--- config.mk ---
export PLATFORM = sky130hd
export DESIGN_NAME = mck_dbg_ctrl
export DESIGN_NICKNAME = d
export VERILOG_FILES = /design/src/rtl/mck_dbg_pkg.sv /design/src/rtl/mck_action_decode.sv /design/src/rtl/mck_mode_fsm.sv /design/src/rtl/mck_cause_unit.sv /design/src/rtl/mck_dbg_ctrl.sv
export SDC_FILE = /design/constraint.sdc
export NUM_CORES = 1
export LEC_CHECK = 0
export CORE_ASPECT_RATIO = 0.5
export CORE_MARGIN = 1
export CORE_UTILIZATION = 48
export DETAILED_ROUTE_END_ITERATION = 10
export GPL_TIMING_DRIVEN = 1
export PLACE_DENSITY_LB_ADDON = 0.05
export SYNTH_ARGS = -nofsm -noshare
export SYNTH_HDL_FRONTEND = slang
export SYNTH_SLANG_ARGS = --single-unit
--- constraint.sdc ---
create_clock -name clk -period 2.3 [get_ports clk]
set_clock_uncertainty 0.15 [all_clocks]
set_input_delay 0.23 -clock clk [delete_from_list [all_inputs] [get_ports clk]]
set_output_delay 0.23 -clock clk [all_outputs]
set_load 0.05 [all_outputs]
--- src/rtl/mck_dbg_pkg.sv ---
package mck_dbg_pkg;

  typedef enum logic [1:0] {
    MODE_RUN = 2'b00,
    MODE_DBG = 2'b01,
    MODE_CHK = 2'b10
  } mode_e;

  typedef enum logic [1:0] {
    ACT_NONE = 2'd0,
    ACT_CHK  = 2'd1,
    ACT_MCI  = 2'd2,
    ACT_DBG  = 2'd3
  } act_e;

endpackage

--- src/rtl/mck_action_decode.sv ---
module mck_action_decode
  import mck_dbg_pkg::*;
#(
  parameter int ECR_W   = 32,
  parameter int MCI_BIT = 28,
  parameter int CHK_BIT = 29
) (
  input  logic             mce_i,
  input  logic             dbg_en_i,
  input  logic             chstp_en_i,
  input  logic             mci_en_i,
  output act_e             act_o,
  output logic [ECR_W-1:0] cause_o
);

  localparam logic [ECR_W-1:0] ONE = {{(ECR_W-1){1'b0}}, 1'b1};

  always_comb begin
    if (!dbg_en_i) begin
      act_o = mce_i ? ACT_MCI : ACT_CHK;
    end else if (!mce_i) begin
      act_o = chstp_en_i ? ACT_DBG : ACT_CHK;
    end else begin
      act_o = mci_en_i ? ACT_DBG : ACT_MCI;
    end
  end

  assign cause_o = mce_i ? (ONE << MCI_BIT) : (ONE << CHK_BIT);

endmodule

--- src/rtl/mck_mode_fsm.sv ---
module mck_mode_fsm
  import mck_dbg_pkg::*;
(
  input  logic  clk,
  input  logic  rst_n,
  input  logic  mchk_i,
  input  logic  exc_i,
  input  logic  ret_i,
  input  act_e  act_i,
  output mode_e mode_o,
  output logic  act_chk_o,
  output logic  act_mci_o,
  output logic  act_dbg_o,
  output logic  srr_save_o
);

  mode_e mode_q, mode_d;
  logic  chk_d, mci_d, dbg_d, srr_d;

  always_comb begin
    mode_d = mode_q;
    chk_d  = 1'b0;
    mci_d  = 1'b0;
    dbg_d  = 1'b0;
    srr_d  = 1'b0;
    unique case (mode_q)
      MODE_RUN: begin
        if (mchk_i) begin
          unique case (act_i)
            ACT_CHK: begin mode_d = MODE_CHK; chk_d = 1'b1; end
            ACT_MCI: begin mci_d = 1'b1; srr_d = 1'b1; end
            ACT_DBG: begin mode_d = MODE_DBG; dbg_d = 1'b1; end
            default: ;
          endcase
        end else if (exc_i) begin
          srr_d = 1'b1;
        end
      end
      MODE_DBG: begin
        if (!(mchk_i || exc_i) && ret_i) mode_d = MODE_RUN;
      end
      default: mode_d = MODE_CHK;
    endcase
  end

  always_ff @(posedge clk) begin
    if (!rst_n) begin
      mode_q     <= MODE_RUN;
      act_chk_o  <= 1'b0;
      act_mci_o  <= 1'b0;
      act_dbg_o  <= 1'b0;
      srr_save_o <= 1'b0;
    end else begin
      mode_q     <= mode_d;
      act_chk_o  <= chk_d;
      act_mci_o  <= mci_d;
      act_dbg_o  <= dbg_d;
      srr_save_o <= srr_d;
    end
  end

  assign mode_o = mode_q;

  AST_ACT_EXCLUSIVE: assert property (@(posedge clk) disable iff (!rst_n)
    $onehot0({act_chk_o, act_mci_o, act_dbg_o})) else $error("AST_ACT_EXCLUSIVE");
  AST_CHK_STICKY: assert property (@(posedge clk) disable iff (!rst_n)
    (mode_q == MODE_CHK) |=> (mode_q == MODE_CHK)) else $error("AST_CHK_STICKY");
  AST_NO_SRR_IN_DBG: assert property (@(posedge clk) disable iff (!rst_n)
    (mode_q == MODE_DBG) |=> !srr_save_o) else $error("AST_NO_SRR_IN_DBG");
  AST_MCI_SAVES: assert property (@(posedge clk) disable iff (!rst_n)
    act_mci_o |-> srr_save_o) else $error("AST_MCI_SAVES");

endmodule

--- src/rtl/mck_cause_unit.sv ---
module mck_cause_unit
  import mck_dbg_pkg::*;
#(
  parameter int ECR_W  = 32,
  parameter int CODE_W = 5
) (
  input  logic              clk,
  input  logic              rst_n,
  input  mode_e             mode_i,
  input  logic              mchk_i,
  input  logic              exc_i,
  input  logic [CODE_W-1:0] code_i,
  input  logic [ECR_W-1:0]  mc_cause_i,
  output logic [ECR_W-1:0]  ecr_o,
  output logic              report_o
);

  localparam logic [ECR_W-1:0] ONE = {{(ECR_W-1){1'b0}}, 1'b1};

  logic in_dbg, live;
  assign in_dbg = (mode_i == MODE_DBG);
  assign live   = (mode_i != MODE_CHK);

  always_ff @(posedge clk) begin
    if (!rst_n) begin
      ecr_o    <= '0;
      report_o <= 1'b0;
    end else begin
      if (live && mchk_i) begin
        ecr_o <= mc_cause_i;
      end else if (in_dbg && exc_i) begin
        ecr_o <= ONE << code_i;
      end
      report_o <= in_dbg && (mchk_i || exc_i);
    end
  end

  AST_ECR_FROZEN: assert property (@(posedge clk) disable iff (!rst_n)
    (mode_i == MODE_CHK) |=> $stable(ecr_o)) else $error("AST_ECR_FROZEN");

endmodule

--- src/rtl/mck_dbg_ctrl.sv ---
module mck_dbg_ctrl
  import mck_dbg_pkg::*;
#(
  parameter int ECR_W   = 32,
  parameter int MCI_BIT = 28,
  parameter int CHK_BIT = 29,
  localparam int CODE_W = $clog2(ECR_W)
) (
  input  logic              clk,
  input  logic              rst_n,
  input  logic              msr_mce_i,
  input  logic              dbg_en_i,
  input  logic              der_chstp_en_i,
  input  logic              der_mci_en_i,
  input  logic              mchk_i,
  input  logic              exc_i,
  input  logic [CODE_W-1:0] exc_code_i,
  input  logic              dbg_ret_i,
  input  logic              fetch_req_i,
  output logic [1:0]        mode_o,
  output logic              act_chkstop_o,
  output logic              act_mci_o,
  output logic              act_dbg_o,
  output logic              srr_save_o,
  output logic [ECR_W-1:0]  ecr_o,
  output logic              exc_report_o,
  output logic              fetch_grant_o,
  output logic              fetch_redirect_o
);

  act_e             act;
  logic [ECR_W-1:0] mc_cause;
  mode_e            mode;

  mck_action_decode #(.ECR_W(ECR_W), .MCI_BIT(MCI_BIT), .CHK_BIT(CHK_BIT)) u_dec (
    .mce_i      (msr_mce_i),
    .dbg_en_i   (dbg_en_i),
    .chstp_en_i (der_chstp_en_i),
    .mci_en_i   (der_mci_en_i),
    .act_o      (act),
    .cause_o    (mc_cause)
  );

  mck_mode_fsm u_fsm (
    .clk        (clk),
    .rst_n      (rst_n),
    .mchk_i     (mchk_i),
    .exc_i      (exc_i),
    .ret_i      (dbg_ret_i),
    .act_i      (act),
    .mode_o     (mode),
    .act_chk_o  (act_chkstop_o),
    .act_mci_o  (act_mci_o),
    .act_dbg_o  (act_dbg_o),
    .srr_save_o (srr_save_o)
  );

  mck_cause_unit #(.ECR_W(ECR_W), .CODE_W(CODE_W)) u_cause (
    .clk        (clk),
    .rst_n      (rst_n),
    .mode_i     (mode),
    .mchk_i     (mchk_i),
    .exc_i      (exc_i),
    .code_i     (exc_code_i),
    .mc_cause_i (mc_cause),
    .ecr_o      (ecr_o),
    .report_o   (exc_report_o)
  );

  assign mode_o           = mode;
  assign fetch_grant_o    = fetch_req_i && (mode != MODE_CHK) && !exc_report_o;
  assign fetch_redirect_o = fetch_grant_o && (mode == MODE_DBG);

  AST_DBG_EXC_REPORTS: assert property (@(posedge clk) disable iff (!rst_n)
    ((mode == MODE_DBG) && (mchk_i || exc_i)) |=> (exc_report_o && (mode == MODE_DBG)))
    else $error("AST_DBG_EXC_REPORTS");
  AST_FETCH_HELD: assert property (@(posedge clk) disable iff (!rst_n)
    ((mode == MODE_DBG) && (mchk_i || exc_i)) |=> !fetch_grant_o)
    else $error("AST_FETCH_HELD");
  AST_MC_PRIORITY: assert property (@(posedge clk) disable iff (!rst_n)
    ((mode != MODE_CHK) && mchk_i) |=> (ecr_o == $past(mc_cause)))
    else $error("AST_MC_PRIORITY");

endmodule

# ---- After elaboration in Yosys (flattened, before gate mapping)
# Index checks and enable logic that the tools add are counted.
dict set report classes {
  n_eq_ne 8
  shifts 1
  n_mux 17
  n_reduce_logical 15
}
# cell n
set op_table {}
lappend op_table {{32-bit 2-to-1 mux} 2}
lappend op_table {{1-bit by 5-bit << shifter with 32-bit output, first input constant} 1}
lappend op_table {{30-bit 2-to-1 mux} 1}
lappend op_table {{2-bit 2-to-1 mux} 6}
lappend op_table {{2-bit one-hot mux with 2 select lines} 2}
lappend op_table {{1-bit logical AND} 7}
lappend op_table {{1-bit 2-to-1 mux} 6}
lappend op_table {{2-bit != test, second input constant} 3}
lappend op_table {{3-bit AND reduction} 2}
lappend op_table {{2-bit by 1-bit equality test with 1-bit output, second input constant} 2}
lappend op_table {{2-bit equality test, second input constant} 2}
lappend op_table {{3-bit != test, second input constant} 1}
lappend op_table {{1-bit logical NOT} 2}
lappend op_table {{2-bit logical NOT} 1}
lappend op_table {{2-bit AND reduction} 1}
lappend op_table {{2-bit nonzero test} 1}
lappend op_table {{1-bit logical OR} 1}
dict set report word_totals {
  ff_bits 39
  in_bits 15
  elab_cells 48
}

# ---- Logic depth before layout (Yosys ltp)
# Gate-level depths: netlist of run 1.
dict set report depth {
  depth_word 7
  mapped_depth 6
  ltp_nobuf 4
}

# ---- Modules after synthesis
# From an unflattened synthesis of run 1, not the netlist that was laid out.
dict set report hier_totals {
  hier_cells 191
  hier_area_um2 1920.6
}
# module seq_area_each_um2 area_per_inst_um2 n_inst cells_each
set modules_own_cells {}
lappend modules_own_cells {mck_cause_unit 660.6 1410.1 1 131}
lappend modules_own_cells {mck_action_decode 0.0 259.0 1 35}
lappend modules_own_cells {mck_mode_fsm 120.1 220.2 1 22}
lappend modules_own_cells {mck_dbg_ctrl 0.0 31.3 1 3}

# ---- Least setup slack after synthesis of run 1
# Ideal clock, no wire load.
dict set report synth_timing {
  path_type {register to output}
  from {register u_fsm.mode_q[0], in the netlist u_fsm.mode_o[0]}
  to {output port fetch_grant_o}
  t_arrival_ps 1758
  required_time_ps 1920
  stages_incl_launch_ff 4
  path_slack_ps 162
  path_cell_list {dfxtp_1 > buf_2 > nand2b_1 > nor2b_1}
}
dict set report synth_between {
  elab_chain_len 3
}
# item line_no
set synth_rtl {}
lappend synth_rtl {{start, declared} mck_mode_fsm.sv:17} ;# mode_e mode_q, mode_d;
lappend synth_rtl {{start signal, assigned} mck_mode_fsm.sv:54} ;# mode_q <= mode_d;
lappend synth_rtl {{2-bit != test} mck_dbg_ctrl.sv:71} ;# assign fetch_grant_o = fetch_req_i && (mode != MODE_CHK) && !exc_report_o;
lappend synth_rtl {{1-bit logical AND (2 in series)} mck_dbg_ctrl.sv:71}
lappend synth_rtl {{end, declared} mck_dbg_ctrl.sv:27} ;# output logic fetch_grant_o,
# Every way passes these cells.

# ---- Worst setup path after layout of run 1
dict set report layout_timing {
  from {register u_fsm.mode_q[0], in the netlist u_fsm.mode_o[0]}
  to {output port mode_o[0]}
}
# item line_no
set layout_lines {}
lappend layout_lines {{end, declared} mck_dbg_ctrl.sv:20} ;# output logic [1:0] mode_o,
# No word-level cell between the ends.

==> impl_metrics.tcl, run 1 <==
set metrics [dict create \
    multi_input_area_um2 840 \
    drive_gt1_share_pct 11.2 \
    hold_viol 0 \
    power.density_nw_per_um2 647 \
    port-buffer-count 55 \
    end_kind "output pin" \
    power_mw 1.56 \
    cts_sinks 39 \
    reg2reg_depth 5 \
    syn_area_per_cell_um2 10.2 \
    clk_pin_slew_ns 0.07 \
    synth_cell_types 36 \
    floorplan.rows 14 \
    min_path_type "reg2reg" \
    dp.cells 263 \
    cts_made_buffers 5 \
    synth_most_common_cell "dfxtp_1" \
    crit_end "mode_o[0]" \
    die_x_um 86.1 \
    leakage_nw 0.817 \
    fin_area_um2 2420 \
    syn_inst 166 \
    via_per_inst 5.38 \
    synth-edff-count 0 \
    n_antenna_cell 0 \
    r2r_setup_slack_ns 0.60 \
    gp_congestion 0.794 \
    cts_tree "done" \
    regToRegStartpoint "u_fsm.mode_o[0]" \
    worstPathCellList "clkdlybuf4s50_1" \
    root_buffer "clkbuf_8" \
    tightest_slew_ns 0.518 \
    n_fill_cell 247 \
    setup_violations 0 \
    ctsHoldBuffers 0 \
    arrival_ns 1.72 \
    cp-start-kind "register" \
    period_share_pct 91.3 \
    hpwl_mm 2.90 \
    io_pins 56 \
    area_delta_synth_final_pct 42.4 \
    nNetsFinal 237 \
    ys_ff_latch 39 \
    postCtsSetupRepairBufs 0 \
    coreArea_um2 3170 \
    ir_drop_mv 0.379 \
    antenna_found_initial 0 \
    tns_ns 0 \
    drtIter0Drc 50 \
    crit_start "u_fsm.mode_o[0]" \
    crit_family "buffers and inverters" \
    dr.pass1.iters 4 \
    crit_cells 1 \
    grt_pass1_wl_mm 6.50 \
    grt_setup_unrepaired "no" \
    stdcell_count 271 \
    critPathMaxFanout 11 \
    start_util_pct 53.5 \
    slew_violations 0 \
    synth_top_area_share_pct 46.0 \
    wl_per_cell_um 15.2 \
    yosysSeqAreaShare_pct 46.0 \
    synth_top_area_cell "dfxtp_1" \
    slowest_stage "clkdlybuf4s50_1" \
    clock_path_buffers 2 \
    timing.rr.end "u_cause.ecr_o[11]" \
    placed_area_um2 2280 \
    synth_area_um2 1700 \
    synth_area_leaders "dfxtp_1 (46%), nor2b_1 (13%), a22oi_1 (11%)" \
    max_freq_ghz 0.476 \
    yosysWarnings 0 \
    grt_pass1_vias 1344 \
    dieArea_um2 3790 \
    overflow 0 \
    insertion_delay_ns 0.29 \
    vias 1459 \
    drc 0 \
    cpPeakStageDelay_ns 0.88 \
    finalWirelength_mm 4.11 \
    cts.repair.resized 0 \
    synthArstFlopShare_pct 0 \
    hold_slack_ns 0.357 \
    grt_util_all_layers_pct 22.6 \
    final-seq-area_um2 781 \
    worst-path-buf-inv 1 \
    grt_max_degree 35 \
    chipHeight_um 44.0 \
    maxCapViolCount 0 \
    ant_nets 0 \
    synth_common_cells "dfxtp_1 (39), nor2b_1 (34), a22oi_1 (25)" \
    critical_path_class "reg2out" \
    slew_headroom_pct 65.3 \
    htreeDepth 2 \
    status "complete, no violations" \
    layout_min_cycle_time_ns 2.10 \
    synth_flop_cell "dfxtp_1" \
    synth_nets 181 \
    cp.required_ns 1.92 \
]
[sequential cells by signal, indices dropped and copies added (netlist names)]
signal and cells:
u_fsm.srr_save_o 1, u_fsm.mode_o 2, u_fsm.act_dbg_o 1, u_fsm.act_mci_o 1
u_fsm.act_chk_o 1, u_cause.ecr_o 32, u_cause.report_o 1
[cells in the final DEF (no fill, tap or decap), drive strengths merged]
master,count
nor3,3
dfxtp,39
and2,1
o2bb2ai,1
or3b,1
a32oi,6
nand3b,1
nor2b,34
and2b,2
clkdlybuf4s50,53
o21a,1
a2111oi,1
a21oi,2
nor4,2
nor2,7
nand4bb,1
clkbuf,6
or3,1
a2bb2oi,2
a211oi,1
nand2b,4
buf,7
a31oi,1
nand2,7
nor3b,6
bufinv,2
mux2,1
a22oi,25
inv,2
and3,3
[metrics by stage]
step                      setup WS (ns)  util (%)
after detailed placement          0.218      72.0
after CTS                         0.207      76.2
after floorplan                   0.162         -
final                             0.200      76.2
after global routing              0.150      76.2
after global placement            0.327      72.0
[cell type report]
| type | count | share of cell area [%] |
|---|---|---|
| multi-input combinational | 114 | 34.7 |
| sequential | 39 | 32.3 |
| timing repair buffer | 60 | 24.7 |
| clock buffer | 6 | 3.00 |
| clock inverter | 2 | 2.49 |
| tap | 48 | 2.49 |
| inverter | 2 | 0.311 |
[power breakdown]
group | internal [mW] | switching [mW]
clock network | 0.434 | 0.240
registers | 0.683 | 0.00713
logic | 0.0805 | 0.118
total | 1.20 | 0.365
[worst min-delay path by stage]
stage                      start  slack [ns]                 to  cells after the start
6_report       u_cause.ecr_o[28]        0.36  u_cause.ecr_o[28]                      2
5_1_grt        u_cause.ecr_o[28]        0.40  u_cause.ecr_o[28]                      2
4_1_cts         u_cause.ecr_o[7]        0.36   u_cause.ecr_o[7]                      2
3_5_place_dp    u_cause.ecr_o[7]        0.35   u_cause.ecr_o[7]                      2
3_3_place_gp    u_cause.ecr_o[7]        0.34   u_cause.ecr_o[7]                      2
2_1_floorplan          msr_mce_i        0.15    u_fsm.act_chk_o                      1
[cells by family after synthesis]
| group | Yosys count | share of synthesized area [%] |
|---|---|---|
| AO/OA/AOI/OAI | 40 | 18.4 |
| buffers and inverters | 13 | 4.50 |
| flip-flops | 39 | 46.0 |
| multiplexers | 1 | 0.664 |
| AND/OR/NAND/NOR | 73 | 30.4 |
[worst min-delay path, cell delays in order (launching register included)]
cell,delay [ns]
dfxtp_1,0.31
nor2b_1,0.10
nor3b_1,0.05
[layer usage]
metal | wire length, µm | track usage [%] | up-vias
li1 | - | - | 714
met5 | 0 | 0 | -
met3 | 273 | 7.65 | 5
met1 | 1920 | 28.5 | 699
met2 | 1870 | 37.1 | 41
met4 | 46 | 8.00 | 0
Note: power is estimated with default switching activity, not from simulation.
==> run 2, diff against run 1 <==
Settings changed: CORE_UTILIZATION 48 to 45, MAX_ROUTING_LAYER from default to met4.
Clock period 2.3 ns to 2.4 ns, I/O delays scaled along.
==> impl_metrics.tcl, run 2 (synthesis gave the netlist of run 1 again) <==
set metrics [dict create \
    status "complete, no violations" \
    floorplan.rows 15 \
    cp.required_ns 2.01 \
    hold_viol 0 \
    power.density_nw_per_um2 588 \
    ctsHoldBuffers 0 \
    antenna_found_initial 0 \
    end_kind "output pin" \
    n_fill_cell 287 \
    cts_tree "done" \
    overflow 0 \
    grt_pass1_wl_mm 5.97 \
    critPathMaxFanout 11 \
    worstPathCellList "clkdlybuf4s50_1" \
    slowest_stage "clkdlybuf4s50_1" \
    io_pins 56 \
    setup_violations 0 \
    postCtsSetupRepairBufs 0 \
    grt_max_degree 35 \
    drtIter0Drc 41 \
    leakage_nw 0.812 \
    largest_reg_flops 32 \
    min_path_type "reg2reg" \
    chipHeight_um 45.4 \
    grt_util_all_layers_pct 20.9 \
    tns_ns 0 \
    slew_violations 0 \
    critical_path_class "reg2out" \
    nNetsFinal 238 \
    max_freq_ghz 0.483 \
    cts_made_buffers 5 \
    start_util_pct 48.3 \
    cpPeakStageDelay_ns 0.87 \
    r2r_setup_slack_ns 0.74 \
    grt_setup_unrepaired "no" \
    cts_sinks 39 \
    vias 1443 \
    coreArea_um2 3510 \
    tightest_slew_ns 0.511 \
    grt_pass1_vias 1289 \
    root_buffer "clkbuf_8" \
    area_delta_synth_final_pct 41.4 \
    maxCapViolCount 0 \
    slew_headroom_pct 65.8 \
    arrival_ns 1.68 \
    drive_gt1_share_pct 12.1 \
    htreeDepth 2 \
    n_antenna_cell 0 \
    port-buffer-count 55 \
    clk_pin_slew_ns 0.07 \
    layout_min_cycle_time_ns 2.07 \
    via_per_inst 5.25 \
    cts.repair.resized 0 \
    layout.cells.most_common "clkdlybuf4s50_1" \
    die_x_um 88.8 \
    period_share_pct 86.3 \
    drc 0 \
    cp-start-kind "register" \
    ant_nets 0 \
    regMostFlops "u_cause.ecr_o" \
    insertion_delay_ns 0.29 \
    hold_slack_ns 0.367 \
    wl_per_cell_um 14.2 \
    dr.pass1.iters 4 \
    clock_path_buffers 2 \
    gp_congestion 0.800 \
    worst-path-buf-inv 1 \
    hpwl_mm 2.72 \
    finalWirelength_mm 3.91 \
    dieArea_um2 4030 \
    ir_drop_mv 0.329 \
    layout_common_cells "clkdlybuf4s50_1 (53), dfxtp_1 (39), nor2b_1 (34), a22oi_1 (25), buf_4 (8)" \
    crit_family "buffers and inverters" \
]
run 2: cell count changes in the layout (fill, tap and decap cells not counted), sizes merged:
cell,before,now
clkinv,0,1
bufinv,2,1
buf,7,8
run 2: power breakdown:
group | internal [mW] | switching (mW) | total (mW) | leakage, nW
Clock | 0.336 | 0.229 | 0.565 | 0.0612
Sequential | 0.655 | 0.00668 | 0.661 | 0.315
Combinational | 0.0739 | 0.112 | 0.185 | 0.436
run 2: per-stage QoR:
step	total power [mW]	instances	area (µm²)	utilization (%)	setup WS [ns]
2_1_floorplan	0.792	166	1700	-	0.252
3_3_place_gp	0.860	267	2280	65.0	0.418
3_5_place_dp	0.861	267	2280	65.0	0.342
4_1_cts	1.42	275	2400	68.4	0.322
5_1_grt	1.46	275	2400	68.4	0.256
6_report	1.41	275	2400	68.4	0.328
run 2: final timing paths:
kind,start,to,cells past startpoint
setup / recovery,u_fsm.mode_o[0],mode_o[0],1
hold / removal,u_cause.ecr_o[28],u_cause.ecr_o[28],2
setup reg to reg,u_fsm.mode_o[0],u_cause.ecr_o[11],5
hold reg to reg,u_cause.ecr_o[28],u_cause.ecr_o[28],2
run 2: layout make-up:
type | count | area [µm²] | share of cell area (%)
clock inverter | 2 | 35.0 | 1.46
timing repair buffer | 61 | 591 | 24.6
sequential | 39 | 781 | 32.5
clock buffer | 6 | 82.6 | 3.44
tap | 51 | 63.8 | 2.66
inverter | 2 | 7.51 | 0.313
multi-input combinational | 114 | 840 | 35.0
run 2: layer usage:
metal,up-vias,track usage (%),share of wire (%)
li1,713,-,-
met1,677,27.6,48
met5,-,-,0
met3,3,6.52,7.9
met4,0,6.77,0.61
met2,50,30.6,44
